**src/rtl/region_rw_filter.sv**
```systemverilog
module region_rw_filter #(
  parameter int ADDR_W = 32,
  parameter int N_REG  = 4,
  parameter int IDX_W  = $clog2(N_REG)
) (
  input  logic              clk,
  input  logic              rst_n,
  input  logic              req_valid,
  input  logic [ADDR_W-1:0] req_addr,
  input  logic              req_write,
  input  logic              req_trusted,
  input  logic              cfg_we,
  input  logic              cfg_trusted,
  input  logic [IDX_W-1:0]  cfg_idx,
  input  logic [ADDR_W-1:0] cfg_base,
  input  logic [ADDR_W-1:0] cfg_limit,
  input  logic              cfg_rd,
  input  logic              cfg_wr,
  output logic              fwd_valid,
  output logic              deny,
  output logic              resp_err,
  output logic              cfg_err
);

  localparam logic [ADDR_W-1:0] R0_LO = ADDR_W'(32'hA000_0000);
  localparam logic [ADDR_W-1:0] R0_HI = ADDR_W'(32'hA000_FFFF);
  localparam logic [ADDR_W-1:0] R1_LO = ADDR_W'(32'hA001_0000);
  localparam logic [ADDR_W-1:0] R1_HI = ADDR_W'(32'hA001_FFFF);

  logic [N_REG-1:0][ADDR_W-1:0] base_q, limit_q;
  logic [N_REG-1:0]             rd_q, wr_q;
  logic                         perm;

  always_comb begin
    perm = 1'b0;
    for (int i = N_REG - 1; i >= 0; i--)
      if (req_addr >= base_q[i] && req_addr <= limit_q[i])
        perm = req_write ? wr_q[i] : rd_q[i];
  end

  assign fwd_valid = req_valid & (req_trusted | perm);
  assign deny      = req_valid & ~(req_trusted | perm);

  always_ff @(posedge clk) begin
    if (!rst_n) begin
      for (int i = 0; i < N_REG; i++) begin
        base_q[i]  <= '1;
        limit_q[i] <= '0;
        rd_q[i]    <= 1'b0;
        wr_q[i]    <= 1'b0;
      end
      base_q[0] <= R0_LO; limit_q[0] <= R0_HI; rd_q[0] <= 1'b1; wr_q[0] <= 1'b1;
      base_q[1] <= R1_LO; limit_q[1] <= R1_HI; rd_q[1] <= 1'b1; wr_q[1] <= 1'b0;
      resp_err <= 1'b0;
      cfg_err  <= 1'b0;
    end else begin
      if (cfg_we && cfg_trusted) begin
        base_q[cfg_idx]  <= cfg_base;
        limit_q[cfg_idx] <= cfg_limit;
        rd_q[cfg_idx]    <= cfg_rd;
        wr_q[cfg_idx]    <= cfg_wr;
      end
      resp_err <= deny;
      cfg_err  <= cfg_we & ~cfg_trusted;
    end
  end

  p_excl_r5: assert property (@(posedge clk) disable iff (!rst_n)
    !(fwd_valid && deny));
  p_idle_r5: assert property (@(posedge clk) disable iff (!rst_n)
    !req_valid |-> (!fwd_valid && !deny));
  p_trusted_r1: assert property (@(posedge clk) disable iff (!rst_n)
    (req_valid && req_trusted) |-> fwd_valid);
  p_err_after_deny_r5: assert property (@(posedge clk) disable iff (!rst_n)
    deny |=> resp_err);
  p_no_err_r5: assert property (@(posedge clk) disable iff (!rst_n)
    !deny |=> !resp_err);
  p_cfg_locked_r9: assert property (@(posedge clk) disable iff (!rst_n)
    (cfg_we && !cfg_trusted) |=> ($stable(base_q) && $stable(limit_q) && $stable(rd_q) && $stable(wr_q)));
  p_cfg_err_r9: assert property (@(posedge clk) disable iff (!rst_n)
    (cfg_we && !cfg_trusted) |=> cfg_err);
  p_cfg_ok_r8: assert property (@(posedge clk) disable iff (!rst_n)
    (cfg_we && cfg_trusted) |=> !cfg_err);

endmodule

```
**config.mk**
```make
export PLATFORM = sky130hd
export DESIGN_NAME = region_rw_filter
export DESIGN_NICKNAME = d
export VERILOG_FILES = /design/src/rtl/region_rw_filter.sv
export SDC_FILE = /design/constraint.sdc
export NUM_CORES = 1
export LEC_CHECK = 0
export BUFFER_PORTS_ARGS = -buffer_cell sky130_fd_sc_hd__buf_4
export CAP_MARGIN = 20
export CORE_MARGIN = 3
export CORE_UTILIZATION = 40
export DETAILED_ROUTE_END_ITERATION = 16
export GPL_TIMING_DRIVEN = 1
export MAX_ROUTING_LAYER = met4
export PLACE_DENSITY_LB_ADDON = 0.15
export RECOVER_POWER = 50
export SLEW_MARGIN = 25
export SYNTH_ARGS = -nofsm -noshare
export SYNTH_HDL_FRONTEND = slang
export SYNTH_SLANG_ARGS = --single-unit
```
**constraint.sdc**
```tcl
create_clock -name clk -period 5.7 [get_ports clk]
set_clock_uncertainty 0.05 [all_clocks]
set_input_delay 0.285 -clock clk [delete_from_list [all_inputs] [get_ports clk]]
set_output_delay 0.285 -clock clk [all_outputs]
set_load 0.02 [all_outputs]
```
==> out/metrics.cfg <==
[status]
outcome=finished, violations left
violations=max-capacitance violations, max-slew violations

[synthesis]
yosys.area.top_type=sky130_fd_sc_hd__dfxtp_1
syn_inst=1976
syn-num-nets=2339
postSynthAreaPerCell_sq_um=8.018
synth.top_cell.area_share_pct=33.61
synth.distinct_cells=54
synth.yosys.warnings=0
synth_area_sq_um=15840
yosys_most_used_dff=sky130_fd_sc_hd__dfxtp_1
synth.ff_latch_count=266
part_of_the_yosys_area_used_for_sequential_elements_pct=33.61
ys_async_sr_fraction_pct=0
synth_top_cells_by_area=sky130_fd_sc_hd__dfxtp_1 (34%), sky130_fd_sc_hd__ha_1 (20%), sky130_fd_sc_hd__nand2_1 (12%)
synth-edff-count=0

[drt]
detail_route.wirelength_mm=46.58
drtAntennaViolNets=0
dr_total_vias=13750
m1WireLength_mm=22.78
detailedRoute.firstPassIterationCount=5
remaining_drc_errors=0
route.top_layer_used=met4
met3_length_mm=1.953
starting_drc_count_in_detailed_routing=650
post_drt_wl_per_cell_microns=17.54
route.met2.wl_mm=20.96
vias_per_cell=5.179

[min_path]
timing.hold.worst.start=cfg_idx[1]
hold_class=in2reg
worst_hold_path.num_cells=4
whs_endpoint=base_q[60]$_SDFFE_PN0P_

[place]
globalplace.congestion=0.8422
number_of_instances_in_the_placed_design=2531
port-buffer-count=110
place_hpwl_mm=32.28

[global_routing]
grtUsageTotal_pct=22.94
grt_pass1_vias=13680
grt_max_degree=154
grt_antenna_before_repair=0
grt_pass1_wl_mm=74.87
global_route.overflow_total=0

[power_and_ir_drop]
switching_share_pct=25.53
power_frac_clock_pct=44.8
irDropWorstVdd_v=0.0002081
seq_power_share_pct=41.5
power_frac_comb_pct=13.8
p_sw_mw=1.187
p_int_mw=3.464
leakage_nw=8.046
power_density_nw_per_um2=246.7

[clock_tree]
cts_hold_buffers=70
post_cts_resize_count=0
cts.reportedPaths.clkPinSlew_ps=60
cts_htree_levels=1
number_of_buffers_between_clock_root_and_the_deepest_sink=3
clock_sink_count=266
cts_setup_buffers=0
worstSkewPairLatency_ps=570
cts_made_buffers=31
tritoncts=done
cell_at_the_root_of_the_clock_tree=sky130_fd_sc_hd__clkbuf_16

[sta]
max_freq_mhz=239.4
timing.final.crit_share_pct=73.28
grt_setup_unrepaired=no
final_max_slew_viol_count=205
timing.hold.ws_ps=193.4
worst-slew-pin-transition_ps=3024
finalSetupViolations=0
timing.final.crit_period_ps=4177
final_hold_viol_count=0
slew-limit-headroom_pct=-101.6
timing.setup.tns_ps=0

[finish]
final_net_count=2479
area_growth_pct=19.02
final_cell_mix=sky130_fd_sc_hd__nand2_1 (487), sky130_fd_sc_hd__dfxtp_1 (266), sky130_fd_sc_hd__ha_1 (256), sky130_fd_sc_hd__inv_1 (255), sky130_fd_sc_hd__a21boi_0 (155)
layout_commonest_cell=sky130_fd_sc_hd__nand2_1
final-instance-count-excl-fill=2655
drive_gt1_share_pct=8.704
insertedDiodeCount=0

[critical_path]
path_max_fanout=4
cp_top_family=compound AO/OA/AOI/OAI gates
timing.critical_path.buf_inv=2
critical-path-slowest-cell=sky130_fd_sc_hd__nor4_1
timing.critical_path.mode_cell=sky130_fd_sc_hd__o21ai_1
worst-endpoint-arrival_ps=3840
worstSetupEndpointType=primary output
worstPathRequired_ps=5370
timing.reg2reg.setup_slack_ps=2180
timing.rr.end=resp_err$_SDFF_PN0_
worst-setup-path-type=reg2out
critical_path.max_stage_delay_ps=800
worstReg2RegStart=limit_q[15]$_SDFFE_PN1P_
ordered_list_of_cells_on_the_worst_path=inv_1 > ha_1 > nand2_1 > nor4_1 > o21ai_1 > o21ai_1 > a211oi_2 > o32ai_4 > o311ai_1 > a211oi_1 > buf_4
worst-r2r-cell-count=11
crit_path_start_kind=flop

[die]
die_w_microns=205.0
ioPinCount=111
placeableCoreArea_sq_um=38920
fp.dieArea_sq_um=42030
die-height_microns=205.0
effective_utilization_at_floorplan_pct=40.71
std_cell_rows=72

[run]
cap_viol_max_count=2

==> stage by stage <==
stage / cell area, sq um / worst slack, ps / power [mW] / utilization [%]
floorplan: 15840 / 2758 / 2.307 / -
global placement: 17110 / 1982 / 2.551 / 43.96
detailed placement: 17110 / 2037 / 2.566 / 43.96
CTS: 18870 / 1567 / 4.700 / 48.49
global route: 18860 / 1166 / 4.860 / 48.45
finish: 18860 / 1523 / 4.651 / 48.45
==> registers in the layout, summed over array words and instances, names as in the netlist <==
| name | cells |
|---|---|
| rd_q | 4 |
| cfg_err | 1 |
| resp_err | 1 |
| base_q | 128 |
| wr_q | 4 |
| limit_q | 128 |
==> worst max-delay path by stage <==
stage	startpoint	endpoint	depth (start not counted)
floorplan	base_q[113]$_SDFFE_PN1P_	deny	10
global placement	req_addr[15]	deny	11
detailed placement	req_addr[15]	deny	11
CTS	limit_q[15]$_SDFFE_PN1P_	deny	11
global route	rst_n	base_q[101]$_SDFFE_PN1P_	3
finish	limit_q[15]$_SDFFE_PN1P_	deny	11
==> final cells by class <==
class,instances,area [sq um]
clock buffer,44,914.6
clock inverter,10,150.1
fill,3836,20060
inverter,255,957.2
multi-input combinational,1371,9264
sequential,266,5325
tap,518,648.1
timing repair buffer,191,1597
==> worst min-delay path, stage by stage <==
cell,delay (ps)
sky130_fd_sc_hd__buf_4,120
sky130_fd_sc_hd__nor2_4,170
sky130_fd_sc_hd__nand2_1,110
sky130_fd_sc_hd__a21boi_0,60
==> synth_stat cells (5+ instances only) <==
cell type	instances
sky130_fd_sc_hd__a21boi_0	155
sky130_fd_sc_hd__o21ai_1	7
sky130_fd_sc_hd__dfxtp_1	266
sky130_fd_sc_hd__o21a_1	7
sky130_fd_sc_hd__and4_1	5
sky130_fd_sc_hd__ha_1	256
sky130_fd_sc_hd__nor2b_1	7
sky130_fd_sc_hd__nor2_1	35
sky130_fd_sc_hd__a221oi_1	6
sky130_fd_sc_hd__nand2_1	487
sky130_fd_sc_hd__buf_1	12
sky130_fd_sc_hd__a21o_1	15
sky130_fd_sc_hd__nand4_1	38
sky130_fd_sc_hd__a211o_1	7
sky130_fd_sc_hd__a21oi_1	78
sky130_fd_sc_hd__o21ai_0	41
sky130_fd_sc_hd__a211oi_1	12
sky130_fd_sc_hd__nand2b_1	6
sky130_fd_sc_hd__clkbuf_1	71
sky130_fd_sc_hd__nor3_1	11
sky130_fd_sc_hd__nor4_1	8
sky130_fd_sc_hd__o211ai_1	116
sky130_fd_sc_hd__nand3_1	29
sky130_fd_sc_hd__inv_1	255
==> per-layer routing <==
layer | vias to the layer above | GRT usage (%)
met5 | - | -
met4 | 0 | 4.784
met3 | 59 | 2.511
met2 | 239 | 36.67
met1 | 6440 | 31.51
li1 | 7013 | -
==> cells by family after synthesis <==
family	synth area share (%)
buffers and inverters	8.095
adders and majority gates	20.22
muxes	0.2053
AOI/OAI and AO/OA	20.99
and+or+nand+nor	16.88
DFF	33.61
==> power by group through the flow <==
stage / registers [mW] / clock network [mW] / logic [mW]
final: 1.93 / 2.08 / 0.641
after CTS: 1.93 / 2.13 / 0.639
after global placement: 1.97 / 0 / 0.583
after floorplan: 1.96 / 0 / 0.343
after global routing: 1.93 / 2.20 / 0.727
after detailed placement: 1.97 / 0 / 0.597
Note: power is estimated with default switching activity, not from simulation.
